<file path="config.mk">
export PLATFORM = sky130hd
export DESIGN_NAME = hbeat_guard
export DESIGN_NICKNAME = d
export VERILOG_FILES = /design/src/rtl/hbg_pkg.sv /design/src/rtl/hbg_edge.sv /design/src/rtl/hbg_control.sv /design/src/rtl/hbg_datapath.sv /design/src/rtl/hbeat_guard.sv
export SDC_FILE = /design/constraint.sdc
export NUM_CORES = 1
export LEC_CHECK = 0
export BUFFER_PORTS_ARGS = -buffer_cell sky130_fd_sc_hd__buf_2
export CAP_MARGIN = 0
export CELL_PAD_IN_SITES_DETAIL_PLACEMENT = 0
export CELL_PAD_IN_SITES_GLOBAL_PLACEMENT = 1
export CORE_ASPECT_RATIO = 1.25
export CORE_MARGIN = 2
export CORE_UTILIZATION = 40
export CTS_BUF_LIST = sky130_fd_sc_hd__clkbuf_4
export DETAILED_ROUTE_END_ITERATION = 16
export PLACE_DENSITY_LB_ADDON = 0.1
export RECOVER_POWER = 50
export SYNTH_ARGS = -nofsm -noshare
export SYNTH_HDL_FRONTEND = slang
export SYNTH_SLANG_ARGS = --single-unit
</file>
<file path="constraint.sdc">
create_clock -name clk -period 1.26 [get_ports clk]
set_input_delay 0.126 -clock clk [delete_from_list [all_inputs] [get_ports clk]]
set_output_delay 0.126 -clock clk [all_outputs]
set_load 0.02 [all_outputs]
</file>
<file path="src/rtl/hbg_pkg.sv">
package hbg_pkg;
  // strobes from control to datapath, one cycle each
  typedef struct packed {
    logic restart;     // zero the window counter
    logic expire;      // window ran out with no activity: start warning pulse
    logic setFault;    // one cycle after expire: drive fault level low
    logic clearFault;  // heartbeat activity: release fault level
  } hbgStrobe_t;
endpackage

</file>
<file path="src/rtl/hbg_edge.sv">
module hbg_edge #(
  parameter int SYNC_STAGES = 2
) (
  input  logic clk,
  input  logic supReset,
  input  logic hbIn,
  output logic hbToggle
);
  logic [SYNC_STAGES-1:0] syncChain;
  logic hbPrev;

  always_ff @(posedge clk or posedge supReset) begin
    if (supReset) syncChain[0] <= 1'b0;
    else          syncChain[0] <= hbIn;
  end

  for (genvar i = 1; i < SYNC_STAGES; i++) begin : gStage
    always_ff @(posedge clk or posedge supReset) begin
      if (supReset) syncChain[i] <= 1'b0;
      else          syncChain[i] <= syncChain[i-1];
    end
  end

  always_ff @(posedge clk or posedge supReset) begin
    if (supReset) hbPrev <= 1'b0;
    else          hbPrev <= syncChain[SYNC_STAGES-1];
  end

  assign hbToggle = syncChain[SYNC_STAGES-1] ^ hbPrev;
endmodule

</file>
<file path="src/rtl/hbg_control.sv">
module hbg_control
  import hbg_pkg::*;
(
  input  logic       clk,
  input  logic       supReset,
  input  logic       hbToggle,
  input  logic       windowDone,
  output hbgStrobe_t strb
);
  logic expireNow;
  logic expireD;

  // activity on the expiry edge wins over the timeout
  assign expireNow = windowDone & ~hbToggle;

  always_ff @(posedge clk or posedge supReset) begin
    if (supReset) expireD <= 1'b0;
    else          expireD <= expireNow;
  end

  always_comb begin
    strb.restart    = hbToggle | expireNow;
    strb.expire     = expireNow;
    strb.setFault   = expireD;
    strb.clearFault = hbToggle;
  end
endmodule

</file>
<file path="src/rtl/hbg_datapath.sv">
module hbg_datapath
  import hbg_pkg::*;
#(
  parameter int BASE_TIMEOUT = 16,
  parameter int SEL_W        = 2,
  parameter int PULSE_LEN    = 4,
  parameter bit SHUTDOWN_EN  = 1'b1
) (
  input  logic             clk,
  input  logic             supReset,
  input  logic [SEL_W-1:0] timeoutSel,
  input  hbgStrobe_t       strb,
  output logic             windowDone,
  output logic             warnN,
  output logic             faultN,
  output logic             shutN
);
  localparam int MAX_WINDOW = BASE_TIMEOUT << ((1 << SEL_W) - 1);
  localparam int CNT_W      = $clog2(MAX_WINDOW + 1);
  localparam int PLS_W      = $clog2(PULSE_LEN + 1);

  logic [CNT_W-1:0] winCnt;
  logic [CNT_W-1:0] winLimit;
  logic [PLS_W-1:0] pulseCnt;
  logic             faultLow;

  always_comb winLimit = CNT_W'((BASE_TIMEOUT << timeoutSel) - 1);
  // >= keeps a shrunk window from running past its new limit
  assign windowDone = (winCnt >= winLimit);

  always_ff @(posedge clk or posedge supReset) begin
    if (supReset)          winCnt <= '0;
    else if (strb.restart) winCnt <= '0;
    else                   winCnt <= winCnt + CNT_W'(1);
  end

  always_ff @(posedge clk or posedge supReset) begin
    if (supReset)              pulseCnt <= '0;
    else if (strb.expire)      pulseCnt <= PLS_W'(PULSE_LEN);
    else if (pulseCnt != '0)   pulseCnt <= pulseCnt - PLS_W'(1);
  end

  always_ff @(posedge clk or posedge supReset) begin
    if (supReset)             faultLow <= 1'b0;
    else if (strb.clearFault) faultLow <= 1'b0;
    else if (strb.setFault)   faultLow <= 1'b1;
  end

  assign warnN  = (pulseCnt == '0);
  assign faultN = ~faultLow;

  if (SHUTDOWN_EN) begin : gLatch
    logic shutLow;
    // samples the fault level as it stands when the pulse falls
    always_ff @(posedge clk or posedge supReset) begin
      if (supReset)                     shutLow <= 1'b0;
      else if (strb.expire && faultLow) shutLow <= 1'b1;
    end
    assign shutN = ~shutLow;
  end else begin : gNoLatch
    assign shutN = 1'b1;
  end
endmodule

</file>
<file path="src/rtl/hbeat_guard.sv">
module hbeat_guard
  import hbg_pkg::*;
#(
  parameter int BASE_TIMEOUT = 16,
  parameter int SEL_W        = 2,
  parameter int PULSE_LEN    = 4,
  parameter int SYNC_STAGES  = 2,
  parameter bit SHUTDOWN_EN  = 1'b1
) (
  input  logic             clk,
  input  logic             supReset,
  input  logic             heartbeat,
  input  logic [SEL_W-1:0] timeoutSel,
  output logic             warnPulseN,
  output logic             faultN,
  output logic             shutdownN
);
  logic       hbToggle;
  logic       windowDone;
  hbgStrobe_t strb;

  hbg_edge #(.SYNC_STAGES(SYNC_STAGES)) uEdge (
    .clk(clk), .supReset(supReset), .hbIn(heartbeat), .hbToggle(hbToggle)
  );

  hbg_control uCtrl (
    .clk(clk), .supReset(supReset), .hbToggle(hbToggle),
    .windowDone(windowDone), .strb(strb)
  );

  hbg_datapath #(
    .BASE_TIMEOUT(BASE_TIMEOUT), .SEL_W(SEL_W),
    .PULSE_LEN(PULSE_LEN), .SHUTDOWN_EN(SHUTDOWN_EN)
  ) uDp (
    .clk(clk), .supReset(supReset), .timeoutSel(timeoutSel), .strb(strb),
    .windowDone(windowDone), .warnN(warnPulseN), .faultN(faultN),
    .shutN(shutdownN)
  );
endmodule

</file>
==> results of run 1 <==
==> flip-flops by register name (all words and copies together), names as in the netlist <==
signal              flops
uCtrl.expireD           1
uDp.faultLow            1
uDp.gLatch.shutLow      1
uDp.pulseCnt            3
uDp.winCnt              8
uEdge.hbPrev            1
uEdge.syncChain         2
==> logic make-up (layout without fill, tap and decap cells) <==
kind of cell	Yosys count	count (layout)	synth area share (%)
and+or+nand+nor	24	24	14.8
DFF	17	17	48.4
AOI/OAI and AO/OA	15	15	12.8
buffers and inverters	9	42	4.27
adders and majority gates	7	7	9.96
xor gates and xnor gates	6	6	6.83
muxes	2	2	2.56
other	1	1	0.426
==> layout make-up <==
cell class / instances / area, um^2
clock buffers: 3 / 22.5
clock inverters: 1 / 5.00
fillers: 182 / 812
inverters: 8 / 30.0
multi-input cells: 55 / 569
flip-flops and latches: 17 / 425
well taps: 21 / 26.3
repair buffers: 30 / 249
==> synth_stat cells <==
master and n:
sky130_fd_sc_hd__or3_1 3, sky130_fd_sc_hd__nand2_1 3, sky130_fd_sc_hd__a211oi_2 2, sky130_fd_sc_hd__ha_1 7
sky130_fd_sc_hd__a211oi_1 3, sky130_fd_sc_hd__a211o_1 1, sky130_fd_sc_hd__o21a_1 1, sky130_fd_sc_hd__xor2_1 2
sky130_fd_sc_hd__nor2b_1 1, sky130_fd_sc_hd__dfrtp_1 17, sky130_fd_sc_hd__nand4_2 1, sky130_fd_sc_hd__conb_1 1
sky130_fd_sc_hd__a21oi_1 2, sky130_fd_sc_hd__nor4_1 1, sky130_fd_sc_hd__xnor2_1 3, sky130_fd_sc_hd__xnor2_2 1
sky130_fd_sc_hd__o21ai_2 1, sky130_fd_sc_hd__nand3_1 2, sky130_fd_sc_hd__a311o_1 1, sky130_fd_sc_hd__mux2_2 2
sky130_fd_sc_hd__nand3_2 1, sky130_fd_sc_hd__inv_1 8, sky130_fd_sc_hd__nor3_1 6, sky130_fd_sc_hd__buf_4 1
sky130_fd_sc_hd__o21ai_1 1, sky130_fd_sc_hd__o21ai_0 3, sky130_fd_sc_hd__nand4_1 1, sky130_fd_sc_hd__nor2_1 5
==> routing by layer <==
layer  global-route usage (%)  vias to the layer above  routed length, um
met5                        0                        -                  0
met4                     7.35                        0                 22
met3                     1.93                        2                 23
met2                     27.6                        8                920
met1                     17.7                      342                710
li1                         -                      349                  -
==> cells in the final DEF (no fill, tap or decap), drive strengths merged, types with 2 or more instances in the layout <==
cell,Yosys,layout
buf,1,27
dfrtp,17,17
inv,8,8
ha,7,7
nor3,6,6
a211oi,5,5
nor2,5,5
o21ai,5,5
xnor2,4,4
clkbuf,0,4
nand2,3,3
or3,3,3
nand3,3,3
xor2,2,2
dlygate4sd3,0,2
nand4,2,2
a21oi,2,2
mux2,2,2
==> power by group <==
group	switching (mW)	leakage (nW)	internal, mW	total (mW)
Clock	0.170	0.0177	0.118	0.287
Sequential	0.0469	0.222	0.619	0.666
Combinational	0.280	0.345	0.426	0.706
Total	0.497	0.584	1.16	1.66
==> through the flow <==
stage / instances / worst slack (ns) / utilization (%) / power, mW
after floorplan: 81 / -0.0901 / - / 1.07
after global placement: 123 / -0.209 / 51.9 / 1.22
after detailed placement: 123 / -0.209 / 51.9 / 1.23
after CTS: 134 / -0.199 / 60.2 / 1.66
after global routing: 135 / -0.202 / 62.0 / 1.77
final: 135 / -0.142 / 62.0 / 1.66
==> worst paths after layout <==
| check | startpoint | endpoint | cells past startpoint |
|---|---|---|---|
| min reg2reg | uEdge.syncChain[0] | uEdge.syncChain[1] | 0 |
| min | uEdge.syncChain[0] | uEdge.syncChain[1] | 0 |
| min in group asynchronous | supReset | uEdge.syncChain[0] | 4 |
| max | uDp.winCnt[4] | uDp.gLatch.shutLow | 5 |
| max in group asynchronous | supReset | uDp.winCnt[7] | 4 |
| max reg2reg | uDp.winCnt[4] | uDp.gLatch.shutLow | 5 |
==> what timing repair did <==
action | in CTS | in global routing
buffers inserted | 6 | 1
pin swaps | 13 | 5
hold buffers | 2 | 0
endpoints found under the setup margin | 14 | 14
resized for setup | 15 | 3
hold endpoints to repair | 18 | 0
==> results list, run 1 <==
- Number of nets in the final layout: roughly 130
- Area enclosed by the die boundary: roughly 0.0026 mm^2
* Maximum number of pins on one net before global-route repair: 18
- Inserted Clock Buffers: 3
- Detailed router's first-iteration violation count: 3
- Clock tree buffer depth: 2
- Final Cell Area: 0.00133 mm^2
- Measured along the y axis, the die boundary spans about 56 um.
- Net Count, Synth: a little over 90
- Buf+Inv Stages, Crit Path: 1
- The synthesized netlist occupies a cell area of about 900 um^2.
* Average via count per standard cell: 5.19
- Crit start category: register
- Later-pin clock latency in the skew report: 0.28 ns
- The flow ran to the end, but the final reports show violations.
- Setup total negative slack on the finished layout was measured at -1.72 ns.
* Antenna violations before repair: 0
* Number of standard cells after synthesis: 81
- The average instance in the mapped netlist occupies 10.9 um^2.
- Number of global-route vias before repair: roughly 760
- Die outline width: ~46 um
- Effective utilization at floorplan: 41.1%
- Relative to the synthesized area, the layout overhead comes to 50.9%.
- Max Cap Viol: 0
- DPL Wire Length: roughly 1200 um
* First-pass GRT wire length: about 3000 um
* Hold slack final: approximately 0.36 ns
- In the routed design, unresolved DRC markers number 0.
- Of the available clock period, the critical path in the final layout requires 111%.
- VDD sags by at most about 0.95 mV.
- In this run the core area contains 19 standard-cell rows.
* Maximum fanout count along the critical path: 5
- Static Leak: between 0.5 and 0.6 nW
- On the final layout, the worst clock skew is 0.00241 ns.
- Synth cell types: 28
- Sum of routed wire length over all layers: 1680 um
* Number of sinks on the clock net: 17
- The first detailed-routing pass ran for 2 iterations.
- Derived from the worst setup path, the maximum achievable clock frequency is 713 MHz.
* Top area cells in the synthesized netlist: sky130_fd_sc_hd__dfrtp_1, sky130_fd_sc_hd__ha_1, sky130_fd_sc_hd__nor3_1
- Setup slack on the critical path of the routed design comes to -0.142 ns.
- Of the cells placed in the final design, the portion with a size suffix greater than 1 is approximately 54%.
- Setup repair after global routing missed its margin: yes
- Yosys warning total: 0
* CP max stage delay: 0.43 ns
* Area inside the core boundary: 0.00214 mm^2
- Critical path arrival: 1.63 ns
- For this run, the register share of the synthesized area comes to between 40% and 50%.
- Final Hold Vio Count: 0
* CP max stage cell: sky130_fd_sc_hd__dfrtp_1
* Gate family responsible for the most delay along the worst path: flip-flops
- After synthesis the netlist holds a flip-flop and latch count of 17.
- After clock tree synthesis, the clock-pin slew on the worst setup and hold paths is around 0.10 ns.
* DR vias: 701
* Number of endpoints failing setup at the final stage: 14
- The worst hold path belongs to the class register to register.
- Worst EP required: around 1.5 ns
- TritonCTS built the clock tree.
* Max Transition Viols Final: 0
- The critical path goes through ha_4, nand4_1, o21ai_4, buf_12, a311o_1.
* Cell Area, Placed: around 0.0011 mm^2
* Cell Pwr Density: ~1300 mW/mm^2
* Routed WL per cell: around 12 um
- After layout, the minimum clock period comes to 1.40 ns.
- Share of Yosys cell area claimed by the top area cell type: between 40 and 50%
* Library cell occupying the most area in the post-synthesis netlist: sky130_fd_sc_hd__dfrtp_1
* Number of inserted diodes: 0
- Global routing used 15.7% of the available tracks.
- Violated checks: negative setup slack
- Minimum setup slack among reg-to-reg paths: -0.14 ns
- Routability cong.: between 0.7 and 0.8
- The total overflow left after global routing is 0.
- Critical Path Sink Type: register
- Port buffer count: 7
* Number of antenna-violating nets in the routed design: 0
* Number of top-level pins: 8
- The critical path in this run is classified as register to register.
- In this run the clock root is driven by a sky130_fd_sc_hd__clkbuf_4.
- Level count of the clock H-tree: 1
Power figures use the tool's default switching activity.
==> inputs of run 2 (changes only) <==
--- a/config.mk
+++ b/config.mk
@@ -10,7 +10,6 @@
 export CELL_PAD_IN_SITES_DETAIL_PLACEMENT = 0
 export CELL_PAD_IN_SITES_GLOBAL_PLACEMENT = 1
 export CORE_ASPECT_RATIO = 1.25
-export CORE_MARGIN = 2
 export CORE_UTILIZATION = 40
 export CTS_BUF_LIST = sky130_fd_sc_hd__clkbuf_4
 export DETAILED_ROUTE_END_ITERATION = 16
==> results list, run 2 (synthesized netlist as in run 1, its figures left out) <==
- TritonCTS built the clock tree.
- Number of antenna-violating nets in the routed design: 0 (unchanged)
* Area enclosed by the die boundary: 0.00239 mm^2 (-7.7%)
- Worst min-delay path category: register to register
- The checks that failed: negative setup slack.
- The clock tree skew after final layout came to 0.00499 ns (+0.00259 ns).
- Flip-flop count of the largest register after layout: 8 (unchanged)
* Drc violations: 0 (unchanged)
- Maximum number of pins on one net before global-route repair: 18 (unchanged)
- The horizontal die dimension was 43.9 um (-4.4%).
- The deepest level of the CTS H-tree was 1 (unchanged).
- DR vias: 739 (+5.4%)
- Later-pin clock latency in the skew report: 0.29 ns (about the same)
* Post-layout worst setup margin: -0.153 ns (-0.0113 ns)
* Largest register by flop count: uDp.winCnt
- GRT Util Overall: 18.2% (+2.5 points)
* Clock transition at the registers of the reported paths: 0.10 ns (about the same)
* First-pass GRT wire length: 3100 um (+4.2%)
- The ratio of final minimum period to clock period came to 112% (+0.90 points).
* Routability cong.: 0.733 (+2.3%)
* Most used cells in the layout excluding fill and tap cells: sky130_fd_sc_hd__buf_4, sky130_fd_sc_hd__dfrtp_1, sky130_fd_sc_hd__inv_1, sky130_fd_sc_hd__buf_2, sky130_fd_sc_hd__buf_6
* Sum of routed wire length over all layers: 1860 um (+11%)
- The via count of the first global-routing pass is 753 (-0.26%).
* Share of layout cells above drive strength 1: 56.7% (+3.2 points)
- Post-route insts no fill: 140 (+3.7%)
* Finished Core Util: 69.3% (+7.2 points)
- Average via count per standard cell: 5.28 (+1.7%)
* Cell Area, Placed: 0.00112 mm^2 (+1.2%)
- Leading registers by flop count: uDp.winCnt x8, uDp.pulseCnt x3, uEdge.syncChain x2
- Signed area change from the synthesized netlist to the final layout: 59.6%
- Total overflow reported by the global router: 0 (unchanged)
- The number of inserted diodes was 0 (unchanged).
- The total power per unit cell area was 1290 mW/mm^2 (+3.4%).
* Static Leak: 0.634 nW (+8.4%)
- Number of nets in the final layout: 133 (+4.7%)
- Final Critical Period: 1.41 ns (+0.0113 ns)
* Final Cell Area: 0.00140 mm^2 (+5.7%)
- The setup-violating endpoint count in the final report is 14 (unchanged).
- STA classifies the critical path endpoint as a register.
* Setup repair after global routing missed its margin: yes
- The number of max-slew violations in the final report is 0 (unchanged).
- Number of cells on the worst reg-to-reg path: 6 (+1)
- Area inside the core boundary: 0.00203 mm^2 (-5.3%)
- The half-perimeter wire length after placement came to 1320 um (+10%).
- The cell count after placement is 124 (+0.81%).
- The final-layout worst hold slack is 0.364 ns (+0.00298 ns).
* Upper clock frequency limit: 708 MHz (-0.80%)
- The layout filler cell count is 163 (-10%).
- The total I/O pin count came to 8 (unchanged).
- Crit start category: register
- The number of clock sinks was 17 (unchanged).
- The number of buffers on the longest clock path came to 2 (unchanged).
* Antenna violations before repair: 0 (unchanged)
* Critical path arrival: 1.65 ns (+0.02 ns)
- The routed length per placed instance is 13.3 um (+7.1%).
* Type of the worst setup path: register to register
* Port buffer count: 7 (unchanged)
- The library cell used most frequently in the layout, excluding fill and tap cells, is sky130_fd_sc_hd__buf_4.
- DR pass1 iterations: 6 (+4)
* Maximum vdd drop: 0.888 mV (-6.5%)
- Effective utilization at floorplan: 43.4% (+2.3 points)
- The flow ran to the end, but the final reports show violations.
- Std cell rows: 18 (-1)
- The number of endpoints with negative hold slack in the final report came to 0 (unchanged).
- Max Cap Viol: 0 (unchanged)
* Die Span Y: 54.4 um (-3.5%)
- Inserted Clock Buffers: 3 (unchanged)
- The number of DRC markers in iteration 0 is 9 (+6).
- Number of cells on the worst hold path: 0 (unchanged)
- The maximum fanout encountered on the critical timing path was 6 (+1).
- Worst EP required: 1.49 ns (about the same)
* Root buffer cell: sky130_fd_sc_hd__clkbuf_4
## run 2: cell types whose count changed in the layout (fill, tap and decap cells not counted), sizes merged
cell	change
buf	+6
## run 2: final cells by class
| class | instances | area, um^2 | area share (%) |
|---|---|---|---|
| clock buffers | 3 | 22.5 | 1.60 |
| clock inverters | 1 | 5.00 | 0.357 |
| inverters | 8 | 30.0 | 2.14 |
| multi-input cells | 55 | 583 | 41.5 |
| flip-flops and latches | 17 | 425 | 30.3 |
| well taps | 20 | 25.0 | 1.78 |
| repair buffers | 36 | 313 | 22.3 |
## run 2: path summary, 6_finish.rpt
check | from | to | slack [ns]
worst max-delay path | uDp.winCnt[5] | uCtrl.expireD | -0.15
worst min-delay path | uEdge.syncChain[0] | uEdge.syncChain[1] | 0.36
worst max register to register | uDp.winCnt[5] | uCtrl.expireD | -0.15
worst min register to register | uEdge.syncChain[0] | uEdge.syncChain[1] | 0.36
max in group asynchronous | supReset | uDp.pulseCnt[1] | 0.52
min in group asynchronous | supReset | uDp.winCnt[4] | 0.44
## run 2: power breakdown
part | switching, mW | internal, mW | leakage (nW)
combinational | 0.337 | 0.511 | 0.394
sequential | 0.0521 | 0.619 | 0.222
clock | 0.177 | 0.118 | 0.0177
## run 2: routing by layer
| layer | share of wire (%) | track usage [%] |
|---|---|---|
| met1 | 41 | 19.3 |
| met2 | 57 | 35.3 |
| met3 | 1.2 | 1.98 |
| met4 | 1.0 | 9.09 |
| met5 | 0 | 0 |
## run 2: worst max-delay path: stages (launching register included)
cell and delay, ns:
sky130_fd_sc_hd__dfrtp_1 0.43, sky130_fd_sc_hd__ha_4 0.30, sky130_fd_sc_hd__nand4_1 0.11, sky130_fd_sc_hd__o21ai_2 0.17, sky130_fd_sc_hd__buf_12 0.14, sky130_fd_sc_hd__buf_8 0.11, sky130_fd_sc_hd__o21a_1 0.10
## run 2: repair_timing
item	CTS	global route
setup buffers	9	1
hold buffers	2	0
pin swaps	14	7
hold endpoints to repair	18	0
setup endpoints to repair	14	14
gates cloned	0	0
resized for setup	24	3
## run 2: through the flow
stage / TNS [ns] / total power [mW] / worst slack [ns]
final: -1.88 / 1.81 / -0.153
after global placement: -2.18 / 1.22 / -0.212
after floorplan: -0.921 / 1.07 / -0.0901
after detailed placement: -2.74 / 1.24 / -0.236
after CTS: -1.94 / 1.78 / -0.157
after global routing: -2.82 / 1.95 / -0.230
==> inputs of run 3 (changes only) <==
--- a/config.mk
+++ b/config.mk
@@ -15,6 +15,8 @@
 export DETAILED_ROUTE_END_ITERATION = 16
 export PLACE_DENSITY_LB_ADDON = 0.1
 export RECOVER_POWER = 50
+export REMOVE_ABC_BUFFERS = 1
+export SLEW_MARGIN = 5
 export SYNTH_ARGS = -nofsm -noshare
 export SYNTH_HDL_FRONTEND = slang
 export SYNTH_SLANG_ARGS = --single-unit
==> results list, run 3 (synthesized netlist as in run 1, its figures left out) <==
* CP max stage cell: sky130_fd_sc_hd__dfrtp_1
- The flip-flop count of the largest register after layout was 8 (unchanged).
* Average via count per standard cell: 5.24 (-0.78%)
- Amount of wire on met3 after detailed routing: 28 um (+27%)
* Std cell rows: 18 (unchanged)
- Critical path arrival: 1.63 ns (-0.02 ns)
* Drc violations: 0 (unchanged)
- Upper clock frequency limit: 694 MHz (-2.0%)
* Cell internal pwr: 1.12 mW (-10%)
- The worst setup path is launched from a register.
* Critical Path Sink Type: register
* Status: finished, violations left
- DR vias: 728 (-1.5%)
- The number of clock sinks was 17 (unchanged).
- The number of inserted diodes is 0 (unchanged).
- Clock tree from TritonCTS: done
- The library cell used most frequently in the layout, excluding fill and tap cells, is sky130_fd_sc_hd__buf_4.
- The number of iterations in the first detailed-routing pass was 6 (unchanged).
- Share of layout cells above drive strength 1: 50.4% (-6.2 points)
- # fillers: 168 (+3.1%)
- The number of endpoints with negative hold slack in the final report was 0 (unchanged).
- Maximum fanout count along the critical path: 5 (-1)
- The area of the die was 0.00239 mm^2 (unchanged).
* Die Span Y: 54.4 um (unchanged)
- Root buffer cell: sky130_fd_sc_hd__clkbuf_4
* Combinational power share: 40.4% (-6.3 points)
- The met2 wirelength from detailed routing came to 966 um (-9.4%).
- The ratio of final minimum period to clock period was 114% (+2.2 points).
- Worst min-delay path category: register to register
- Buf+Inv Stages, Crit Path: 1 (-1)
- The residual overflow from global routing was 0 (unchanged).
- Largest register by flop count: uDp.winCnt
- The clock network fraction of design power was 18.3% (+2.0 points).
- Later-pin clock latency in the skew report: 0.29 ns (about the same)
- Switching Power: 0.494 mW (-13%)
* Cell Area, Placed: 0.00110 mm^2 (-2.3%)
- Inserted Clock Buffers: 3 (unchanged)
- Area inside the core boundary: 0.00203 mm^2 (unchanged)
- Static Leak: 0.598 nW (-5.6%)
- The largest registers in the layout are uDp.winCnt x8, uDp.pulseCnt x3, uEdge.syncChain x2.
* Number of endpoints failing setup at the final stage: 14 (unchanged)
- Gate family responsible for the most delay along the worst path: flip-flops
- Port buffer count: 7 (unchanged)
- The required time of the critical path is 1.45 ns (-0.04 ns).
- The cell count after placement was 129 (+4.0%).
- Antenna violations before repair: 0 (unchanged)
- Number of top-level pins: 8 (unchanged)
- Effective utilization at floorplan: 43.4% (unchanged)
- CP max stage delay: 0.42 ns (about the same)
- Most used cells in the layout excluding fill and tap cells: sky130_fd_sc_hd__buf_4, sky130_fd_sc_hd__dfrtp_1, sky130_fd_sc_hd__inv_1, sky130_fd_sc_hd__buf_2
- The total routed wirelength is 1800 um (-3.7%).
* Cell Pwr Density: 1250 mW/mm^2 (-3.6%)
- The critical path goes through ha_4, nand4_1, o21ai_4, buf_4, a211oi_1.
- Worst Clk Skew: 0.00621 ns (+0.00122 ns)
- The horizontal die dimension is 43.9 um (unchanged).
- The routed length per placed instance came to 12.9 um (-3.0%).
- The max-capacitance violation count was 0 (unchanged).
* GRT Util Overall: 17.5% (-0.70 points)
- Detailed router's first-iteration violation count: 6 (-3)
* Violated checks: negative setup slack
* Number of antenna-violating nets in the routed design: 0 (unchanged)
- Maximum number of pins on one net before global-route repair: 18 (unchanged)
* Clock transition at the registers of the reported paths: 0.10 ns (about the same)
* Level count of the clock H-tree: 1 (unchanged)
* Final Cell Area: 0.00130 mm^2 (-7.6%)
- Number of global-route vias before repair: 742 (-1.5%)
- The highest metal layer carrying signal wires in the routed design is met4.
- The half-perimeter wire length after placement came to 1220 um (-7.6%).
- The shortest period the worst path allows was 1.44 ns (+0.0283 ns).
- Maximum vdd drop: 0.950 mV (+7.0%)
* Routability cong.: 0.708 (-3.4%)
- Post-route insts no fill: 139 (-0.71%)
* Post-layout worst setup margin: -0.181 ns (-0.0283 ns)
- Switching Fraction: 30.6% (-0.66 points)
- Type of the worst setup path: register to register
- The global-route wire length before repair came to 2990 um (-3.6%).
- Compared with the post-synthesis result, the final layout area differs by 47.5%.
- The number of buffers on the longest clock path is 2 (unchanged).
* Metal-1 WL: 771 um (+2.1%)
- Proportion of power drawn by flip-flops and latches: 41.2% (+4.2 points)
- The number of max-slew violations in the final report is 0 (unchanged).
* Setup repair after global routing missed its margin: yes
* Number of nets in the final layout: 132 (-0.75%)
-- run 3: power groups by stage --
stage	Combinational [mW]	Clock [mW]	Sequential, mW
2_1_floorplan	0.308	0	0.664
3_3_place_gp	0.513	0	0.660
3_5_place_dp	0.523	0	0.663
4_1_cts	0.624	0.310	0.666
5_1_grt	0.710	0.324	0.679
6_report	0.654	0.297	0.667
-- run 3: layer usage --
| metal | up-vias | track usage, % |
|---|---|---|
| met5 | - | 0 |
| met4 | 0 | 7.58 |
| met3 | 4 | 1.98 |
| met2 | 8 | 33.6 |
| met1 | 355 | 19.3 |
| li1 | 361 | - |
-- run 3: area by class of cell --
type	instances	area [um^2]	share of cell area, %
Sequential cell	17	425	32.8
Clock buffer	3	22.5	1.74
Clock inverter	1	5.00	0.386
Tap cell	20	25.0	1.93
Multi-Input combinational cell	55	524	40.4
Inverter	8	30.0	2.31
Timing Repair Buffer	35	265	20.4
-- run 3: metrics by stage --
step | TNS, ns | hold WS, ns | total power, mW | worst slack [ns] | util [%]
after floorplan | -2.00 | 0.0521 | 0.972 | -0.400 | -
after global placement | -2.38 | 0.144 | 1.17 | -0.234 | 54.1
after detailed placement | -2.48 | 0.166 | 1.19 | -0.276 | 54.1
after CTS | -2.22 | 0.372 | 1.60 | -0.173 | 61.4
after global routing | -2.91 | 0.382 | 1.71 | -0.228 | 64.0
final | -2.23 | 0.365 | 1.62 | -0.181 | 64.0
-- run 3: final timing paths --
check	cells past startpoint	start	slack, ns	endpoint
worst max register to register	5	uDp.winCnt[7]	-0.18	uDp.pulseCnt[0]
worst min-delay path	0	uEdge.syncChain[0]	0.36	uEdge.syncChain[1]
min in group asynchronous	4	supReset	0.46	uEdge.syncChain[0]
worst min register to register	0	uEdge.syncChain[0]	0.36	uEdge.syncChain[1]
max in group asynchronous	4	supReset	0.49	uDp.winCnt[7]
worst max-delay path	5	uDp.winCnt[7]	-0.18	uDp.pulseCnt[0]
-- run 3: timing repair --
item | in CTS | in global routing
hold endpoints to repair | 18 | 0
setup endpoints to repair | 14 | 14
pin swaps | 8 | 7
hold buffers | 2 | 0
gates resized for setup | 19 | 5
buffers inserted | 1 | 3
